`src/rtl/wdt_pkg.sv`:
```
package wdt_pkg;

    localparam int PKG_AW = 8;
    localparam int PKG_DW = 16;

    // Register byte offsets
    localparam logic [PKG_AW-1:0] OFF_LOAD_LO = 8'h80;
    localparam logic [PKG_AW-1:0] OFF_LOAD_HI = 8'h84;
    localparam logic [PKG_AW-1:0] OFF_CTRL    = 8'h88;
    localparam logic [PKG_AW-1:0] OFF_LOCK    = 8'hA0;

    localparam logic [PKG_DW-1:0] UNLOCK_WORD = 16'hE551;

    // Control word bit positions
    localparam int RUN_BIT = 1;
    localparam int REN_BIT = 3;
    localparam int EXP_BIT = 4;

    typedef struct packed {
        logic expired;
        logic ren;
        logic run;
    } ctrl_t;

    function automatic logic [PKG_DW-1:0] ctrl_to_word(ctrl_t c);
        logic [PKG_DW-1:0] w;
        w          = '0;
        w[RUN_BIT] = c.run;
        w[REN_BIT] = c.ren;
        w[EXP_BIT] = c.expired;
        return w;
    endfunction

endpackage

```
`src/rtl/wdt_regs.sv`:
```
module wdt_regs
    import wdt_pkg::*;
#(
    parameter int AW = PKG_AW,
    parameter int DW = PKG_DW,
    localparam int LW = 2 * DW
) (
    input  logic          clk,
    input  logic          rst,
    input  logic          blk_en,
    input  logic          wr_en,
    input  logic [AW-1:0] addr,
    input  logic [DW-1:0] wdata,
    input  logic          expire,
    output logic [DW-1:0] rdata,
    output logic [LW-1:0] load_val,
    output ctrl_t         ctrl_o,
    output logic          ctrl_wr,
    output logic          reload,
    output logic          fire
);

    logic          locked_q;
    logic [DW-1:0] lo_q, hi_q;
    ctrl_t         ctrl_q;
    logic          acc, open_wr;

    assign acc      = wr_en && blk_en;
    assign open_wr  = acc && !locked_q;
    assign ctrl_wr  = open_wr && (addr == AW'(OFF_CTRL));
    assign reload   = ctrl_wr && wdata[RUN_BIT];
    assign fire     = expire && ctrl_q.ren;
    assign load_val = {hi_q, lo_q};
    assign ctrl_o   = ctrl_q;

    always_ff @(posedge clk) begin
        if (rst) begin
            locked_q <= 1'b1;
            lo_q     <= '0;
            hi_q     <= '0;
            ctrl_q   <= '0;
        end else begin
            if (acc && addr == AW'(OFF_LOCK))
                locked_q <= (wdata != DW'(UNLOCK_WORD));
            if (open_wr && addr == AW'(OFF_LOAD_LO))
                lo_q <= wdata;
            if (open_wr && addr == AW'(OFF_LOAD_HI))
                hi_q <= wdata;
            if (ctrl_wr) begin
                ctrl_q.run <= wdata[RUN_BIT];
                ctrl_q.ren <= wdata[REN_BIT];
                if (wdata[EXP_BIT])
                    ctrl_q.expired <= 1'b0;
            end else if (expire) begin
                if (ctrl_q.ren)
                    ctrl_q.run <= 1'b0;
                else
                    ctrl_q.expired <= 1'b1;
            end
        end
    end

    always_comb begin
        rdata = '0;
        if (blk_en) begin
            case (addr)
                AW'(OFF_LOAD_LO): rdata = lo_q;
                AW'(OFF_LOAD_HI): rdata = hi_q;
                AW'(OFF_CTRL):    rdata = ctrl_to_word(ctrl_q);
                AW'(OFF_LOCK):    rdata = DW'(locked_q);
                default:          rdata = '0;
            endcase
        end
    end

    assert_locked_hold_R3: assert property (@(posedge clk) disable iff (rst)
        (wr_en && blk_en && locked_q && addr == AW'(OFF_LOAD_LO)) |=> $stable(lo_q));

    assert_disabled_lock_R4: assert property (@(posedge clk) disable iff (rst)
        !blk_en |=> $stable(locked_q));

    assert_expire_stop_R6: assert property (@(posedge clk) disable iff (rst)
        fire |=> !ctrl_q.run);

    assert_expire_flag_R7: assert property (@(posedge clk) disable iff (rst)
        (expire && !ctrl_q.ren) |=> ctrl_q.expired);

endmodule

```
`src/rtl/wdt_counter.sv`:
```
module wdt_counter #(
    parameter int LW = 32
) (
    input  logic          clk,
    input  logic          rst,
    input  logic          reload,
    input  logic          hold,
    input  logic [LW-1:0] load_val,
    input  logic          run,
    input  logic          cnt_en,
    input  logic          tick,
    output logic          expire
);

    logic [LW-1:0] cnt_q;
    logic          step;

    assign step   = run && cnt_en && tick && !hold;
    assign expire = step && (cnt_q <= LW'(1));

    always_ff @(posedge clk) begin
        if (rst)
            cnt_q <= '0;
        else if (reload)
            cnt_q <= load_val;
        else if (expire)
            cnt_q <= load_val;
        else if (step)
            cnt_q <= cnt_q - LW'(1);
    end

    assert_reload_R5: assert property (@(posedge clk) disable iff (rst)
        reload |=> (cnt_q == $past(load_val)));

    assert_freeze_R5: assert property (@(posedge clk) disable iff (rst)
        (!cnt_en && !reload) |=> $stable(cnt_q));

endmodule

```
`src/rtl/wdt_pulse.sv`:
```
module wdt_pulse #(
    parameter int RST_CYCLES = 4,
    localparam int PW = $clog2(RST_CYCLES + 1)
) (
    input  logic clk,
    input  logic rst,
    input  logic fire,
    output logic rst_o
);

    logic [PW-1:0] left_q;

    always_ff @(posedge clk) begin
        if (rst)
            left_q <= '0;
        else if (fire)
            left_q <= PW'(RST_CYCLES);
        else if (left_q != '0)
            left_q <= left_q - PW'(1);
    end

    assign rst_o = (left_q != '0);

    assert_fire_rst_R6: assert property (@(posedge clk) disable iff (rst)
        fire |=> rst_o);

endmodule

```
`src/rtl/lrwd_top.sv`:
```
module lrwd_top
    import wdt_pkg::*;
#(
    parameter int AW         = PKG_AW,
    parameter int DW         = PKG_DW,
    parameter int RST_CYCLES = 4,
    localparam int LW = 2 * DW
) (
    input  logic          clk,
    input  logic          rst,
    input  logic          blk_en,
    input  logic          cnt_en,
    input  logic          tick,
    input  logic          wr_en,
    input  logic [AW-1:0] addr,
    input  logic [DW-1:0] wdata,
    output logic [DW-1:0] rdata,
    output logic          sys_rst_o,
    output logic          expired_o
);

    logic [LW-1:0] load_val;
    ctrl_t         ctrl;
    logic          ctrl_wr, reload, fire, expire;

    wdt_regs #(.AW(AW), .DW(DW)) u_regs (
        .clk(clk), .rst(rst), .blk_en(blk_en), .wr_en(wr_en),
        .addr(addr), .wdata(wdata), .expire(expire), .rdata(rdata),
        .load_val(load_val), .ctrl_o(ctrl), .ctrl_wr(ctrl_wr),
        .reload(reload), .fire(fire)
    );

    wdt_counter #(.LW(LW)) u_cnt (
        .clk(clk), .rst(rst), .reload(reload), .hold(ctrl_wr),
        .load_val(load_val), .run(ctrl.run), .cnt_en(cnt_en),
        .tick(tick), .expire(expire)
    );

    wdt_pulse #(.RST_CYCLES(RST_CYCLES)) u_pulse (
        .clk(clk), .rst(rst), .fire(fire), .rst_o(sys_rst_o)
    );

    assign expired_o = ctrl.expired;

endmodule

```
`config.mk`:
```
export PLATFORM = sky130hd
export DESIGN_NAME = lrwd_top
export DESIGN_NICKNAME = d
export VERILOG_FILES = /design/src/rtl/wdt_pkg.sv /design/src/rtl/wdt_regs.sv /design/src/rtl/wdt_counter.sv /design/src/rtl/wdt_pulse.sv /design/src/rtl/lrwd_top.sv
export SDC_FILE = /design/constraint.sdc
export NUM_CORES = 1
export LEC_CHECK = 0
export ABC_AREA = 1
export BUFFER_PORTS_ARGS = -buffer_cell sky130_fd_sc_hd__clkbuf_2
export CORE_UTILIZATION = 40
export CTS_CLUSTER_SIZE = 40
export DETAILED_ROUTE_END_ITERATION = 12
export HOLD_SLACK_MARGIN = 0.06
export PLACE_DENSITY = 0.69
export RECOVER_POWER = 100
export SLEW_MARGIN = 20
export SYNTH_ARGS = -nofsm -noshare
export SYNTH_HDL_FRONTEND = slang
export SYNTH_SLANG_ARGS = --single-unit
```
`constraint.sdc`:
```
create_clock -name clk -period 2.1 [get_ports clk]
set_clock_uncertainty 0.15 [all_clocks]
set_input_delay 0.21 -clock clk [delete_from_list [all_inputs] [get_ports clk]]
set_output_delay 0.21 -clock clk [all_outputs]
set_load 0.02 [all_outputs]
```
==> results.md <==
- The number of setup violations in the final report is 0.
- The library cells used most frequently in the layout, excluding fill and tap cells, are 165 x nand2_1, 86 x inv_1, 73 x nor2_1, 72 x a21oi_1, 71 x dfxtp_1.
- The library cell used most frequently in the layout, excluding fill and tap cells, is nand2_1.
- The maximum buffer depth of the clock tree is 2.
- Across every metal layer, demand over resource in global routing totals 0.237.
- The headroom to the max-slew limit is 0.706.
- The cell repeated most along the worst path is nand3_1.
- After clock tree synthesis, the clock-pin slew on the worst setup and hold paths is roughly 0.060 ns.
- The period utilization is 0.935.
- For this configuration, the core starts out at a cell density of 0.413.
- The first routing iteration left just under 400 violations.
- The area of the multi-input gates is approximately 2600 µm².
- The die extent in y is 108 µm.
- For this design the ratio of total power to cell area is a little over 600 nW/µm².
- From synthesis to final layout, the design area changed by 20.6%.
- Of the total power, registers draw 0.416.
- The initial antenna violation count is 0.
- Summing all flip-flop and latch instances after layout gives 1420 µm².
- The synthesized net count is roughly 720.
- The clock period could shrink to about 2.0 ns.
- The proportion of power drawn by the clock network is 0.497.
- From left edge to right edge, the die measures roughly 110 µm.
- The cell count after synthesis is ~690.
- The total core area is 10900 µm².
- Summed over all nets, the half-perimeter wirelength after detailed placement is approximately 9000 µm.
- The kind of start point of the critical path is a flip-flop.
- The number of instances in the placed design is between 800 and 900.
- The total negative slack for setup checks is 0 ns.
- The total detailed-routing wirelength is around 13000 µm.
- By area the synthesized netlist is led by dfxtp_1 31%, nand2_1 14%, a21oi_1 7.8%, inv_1 7.1%, nor2_1 6.0%.
- For this run, the top clock speed supported by timing is just over 0.5 GHz.
- A synthesized cell averages approximately 6.6 µm².
- IR analysis of the VDD net gives a maximum drop of roughly 420 µV.
- Row generation in the floorplan step produced 38 rows.
- The number of diodes added for antenna fixing is 0.
- The number of remaining DRC errors is 0.
- The synthesized design contains approximately 70 register bits.
- The number of hold violations in the final report was 0.
- The data arrival time at the worst-slack endpoint is 2.07 ns.
- The pin count of the biggest net entering global routing is 36.
- The required arrival time at the worst endpoint is 2.21 ns.
- The filler cells instantiated in the layout total ~1100.
- The transition time at the pin with the least slew margin is approximately 0.44 ns.
- The critical path goes through nor2_1 > nand2_2 > nor2_4 > nand3b_1 > nand2_4 > nand2_8 > buf_4 > nand3_1 > nand3_1 > a21oi_1.
- The first detailed-routing pass took 5 iterations.
- During I/O placement, the number of pins put on the boundary was 48.
- The cell type with the largest total area after synthesis is dfxtp_1.
- The die covers between 10000 and 15000 µm².
- The largest incremental delay on the critical path is 0.35 ns.
- The warning count from the yosys run is 0.
- The class of the tightest hold or removal check is primary input to flip-flop.
- Across the run, the number of max-cap violations was 0.
- The flow ran to the end, and the final reports show no timing, DRC or antenna violations.
- The switching fraction of total power is 0.232.
- The via count of the first global-routing pass came to ~4500.
- The distinct cell type count of the synthesized netlist is 40.
- The total standard cell area after synthesis is 4520 µm².
- At the end of routability-driven placement, the weighted congestion stood at just over 0.9.
- The count of nets left with antenna violations once routing finished came out at 0.
- Of the post-synthesis cell area, the dominant cell type holds 0.315.
- The H-tree depth is 3.
- Of all nets on the critical path, the largest fanout is 16.
- Counting the buffers created by CTS gives 9.
- Setup repair after global routing left no endpoint under its margin.
- Of the cells placed in the final design, the portion with a size suffix greater than 1 is 0.163.
- For this design, the slowest cell found on the critical path is dfxtp_1.
- The first global-routing pass estimated ~22000 µm of wire.
- Using the TritonRoute via totals, the vias-per-cell ratio works out to between 5 and 6.
- Counting every sink on the clock net gives approximately 70.
- Once placement finished, the instance area stood at roughly 5000 µm².
- The max-slew violation total from the final report was 0.
- For this block, the via count after detailed routing is ~4600.
- The leakage dissipation is around 2.4 nW.
- The latest clock arrival within the worst-skew pair is roughly 0.34 ns.
- The fraction of power consumed by combinational cells is 0.087.
- The clock root buffer is clkbuf_16.
- The total overflow left after global routing is 0.
- The setup path with the least slack is of type flip-flop to flip-flop.
- The cell internal power dissipation is about 2.6 mW.
- The nature of the critical path endpoint is a flip-flop.
- The number of port buffers is 47.
- The count of nets after finishing is between 700 and 800.
- Dividing the detail-routed wire length by the instance count gives 14.1 µm.
- Summed over all nets, the switching power comes to 772 µW.
- The final instance area is roughly 5400 µm².
- For this run, the register share of the synthesized area comes to 0.315.
- For this run, the number of standard cells in the final layout without fillers is just over 900.
- The CTS tree is done.
-- area by class of cell --
type | instances | area share
Inverter | 89 | 0.0618
Tap cell | 140 | 0.0321
Multi-Input combinational cell | 500 | 0.469
Clock inverter | 3 | 0.0124
Timing Repair Buffer | 91 | 0.119
Sequential cell | 71 | 0.261
Clock buffer | 12 | 0.0452
-- cell families after synthesis --
| group | Yosys count | synth area share |
|---|---|---|
| xor+xnor | 21 | 0.0407 |
| buf+inv | 116 | 0.114 |
| flops | 71 | 0.315 |
| compound gates | 131 | 0.157 |
| simple gates | 343 | 0.360 |
| fa+ha+maj | 5 | 0.0139 |
-- through the flow --
| stage | power (mW) | utilization | hold WS (ns) | setup slack, ns |
|---|---|---|---|---|
| after floorplan | 1.60 | - | 0.195 | 0.181 |
| after global placement | 1.68 | 0.459 | 0.308 | 0.161 |
| after detailed placement | 1.69 | 0.459 | 0.307 | 0.141 |
| after CTS | 3.34 | 0.501 | 0.109 | 0.0762 |
| after global routing | 3.44 | 0.498 | 0.151 | 0.0000543 |
| final | 3.33 | 0.498 | 0.117 | 0.136 |
-- state kept, by name, summed over array words and instances (netlist names) --
register	count
u_cnt.cnt_q	32
u_pulse.left_q	3
u_regs.ctrl_o	3
u_regs.hi_q	16
u_regs.lo_q	16
u_regs.locked_q	1
-- power groups by stage --
stage	clock [mW]	sequential (mW)	combinational (mW)
2_1_floorplan	0	1.41	0.186
3_3_place_gp	0	1.41	0.271
3_5_place_dp	0	1.41	0.272
4_1_cts	1.66	1.38	0.294
5_1_grt	1.71	1.39	0.347
6_report	1.65	1.38	0.291
-- worst paths after layout --
check	from	endpoint	slack, ns	cells after the start
worst max-delay path	u_cnt.cnt_q[10]$_SDFFE_PP0P_	u_cnt.cnt_q[8]$_SDFFE_PP0P_	0.14	10
worst min-delay path	wdata[1]	u_regs.lo_q[1]$_SDFFE_PP0P_	0.12	3
worst max register to register	u_cnt.cnt_q[10]$_SDFFE_PP0P_	u_cnt.cnt_q[8]$_SDFFE_PP0P_	0.14	10
worst min register to register	u_pulse.left_q[0]$_SDFFE_PP0P_	u_pulse.left_q[0]$_SDFFE_PP0P_	0.31	2
-- critical path: cells and delay by family, from the launching register on --
kind	cells	cell delay [ns]
buf+inv	1	0.21
compound gates	1	0.14
simple gates	8	1.02
flops	1	0.35
-- synth_stat cells --
| cell | count |
|---|---|
| buf_6 | 6 |
| inv_2 | 3 |
| a21oi_2 | 4 |
| nor2_4 | 8 |
| nand2_1 | 164 |
| ha_1 | 5 |
| o22ai_1 | 1 |
| o41ai_1 | 1 |
| or2_1 | 1 |
| xor2_1 | 14 |
| buf_2 | 7 |
| nand3b_1 | 8 |
| buf_4 | 3 |
| o21ai_1 | 5 |
| nor3_1 | 8 |
| nor2_2 | 8 |
| nand3_2 | 4 |
| a221oi_1 | 1 |
| dfxtp_1 | 71 |
| nand4_1 | 10 |
| nor2_8 | 1 |
| a21oi_4 | 1 |
| a21oi_1 | 70 |
| clkbuf_1 | 9 |
| nand2_4 | 4 |
| inv_4 | 1 |
| nand3_4 | 1 |
| a31oi_2 | 1 |
| o211ai_1 | 1 |
| buf_1 | 1 |
| nand2_8 | 2 |
| o21bai_1 | 2 |
| inv_1 | 85 |
| o21ai_0 | 43 |
| nor2_1 | 72 |
| nand3_1 | 46 |
| o221ai_1 | 1 |
| nand2_2 | 6 |
| buf_8 | 1 |
| xnor2_1 | 7 |
-- metal layers --
layer	global-route usage	part of all wire	vias to the layer above
li1	-	-	2353
met1	0.308	0.47	2065
met2	0.386	0.45	144
met3	0.0332	0.045	35
met4	0.113	0.034	0
met5	0	0	-
-- timing repair --
action | CTS | global route
hold buffers | 15 | 0
resized for setup | 0 | 11
setup endpoints to repair | 0 | 16
setup buffers | 0 | 2
endpoints found under the hold margin | 26 | 0
(Power assumes the default switching activity.)
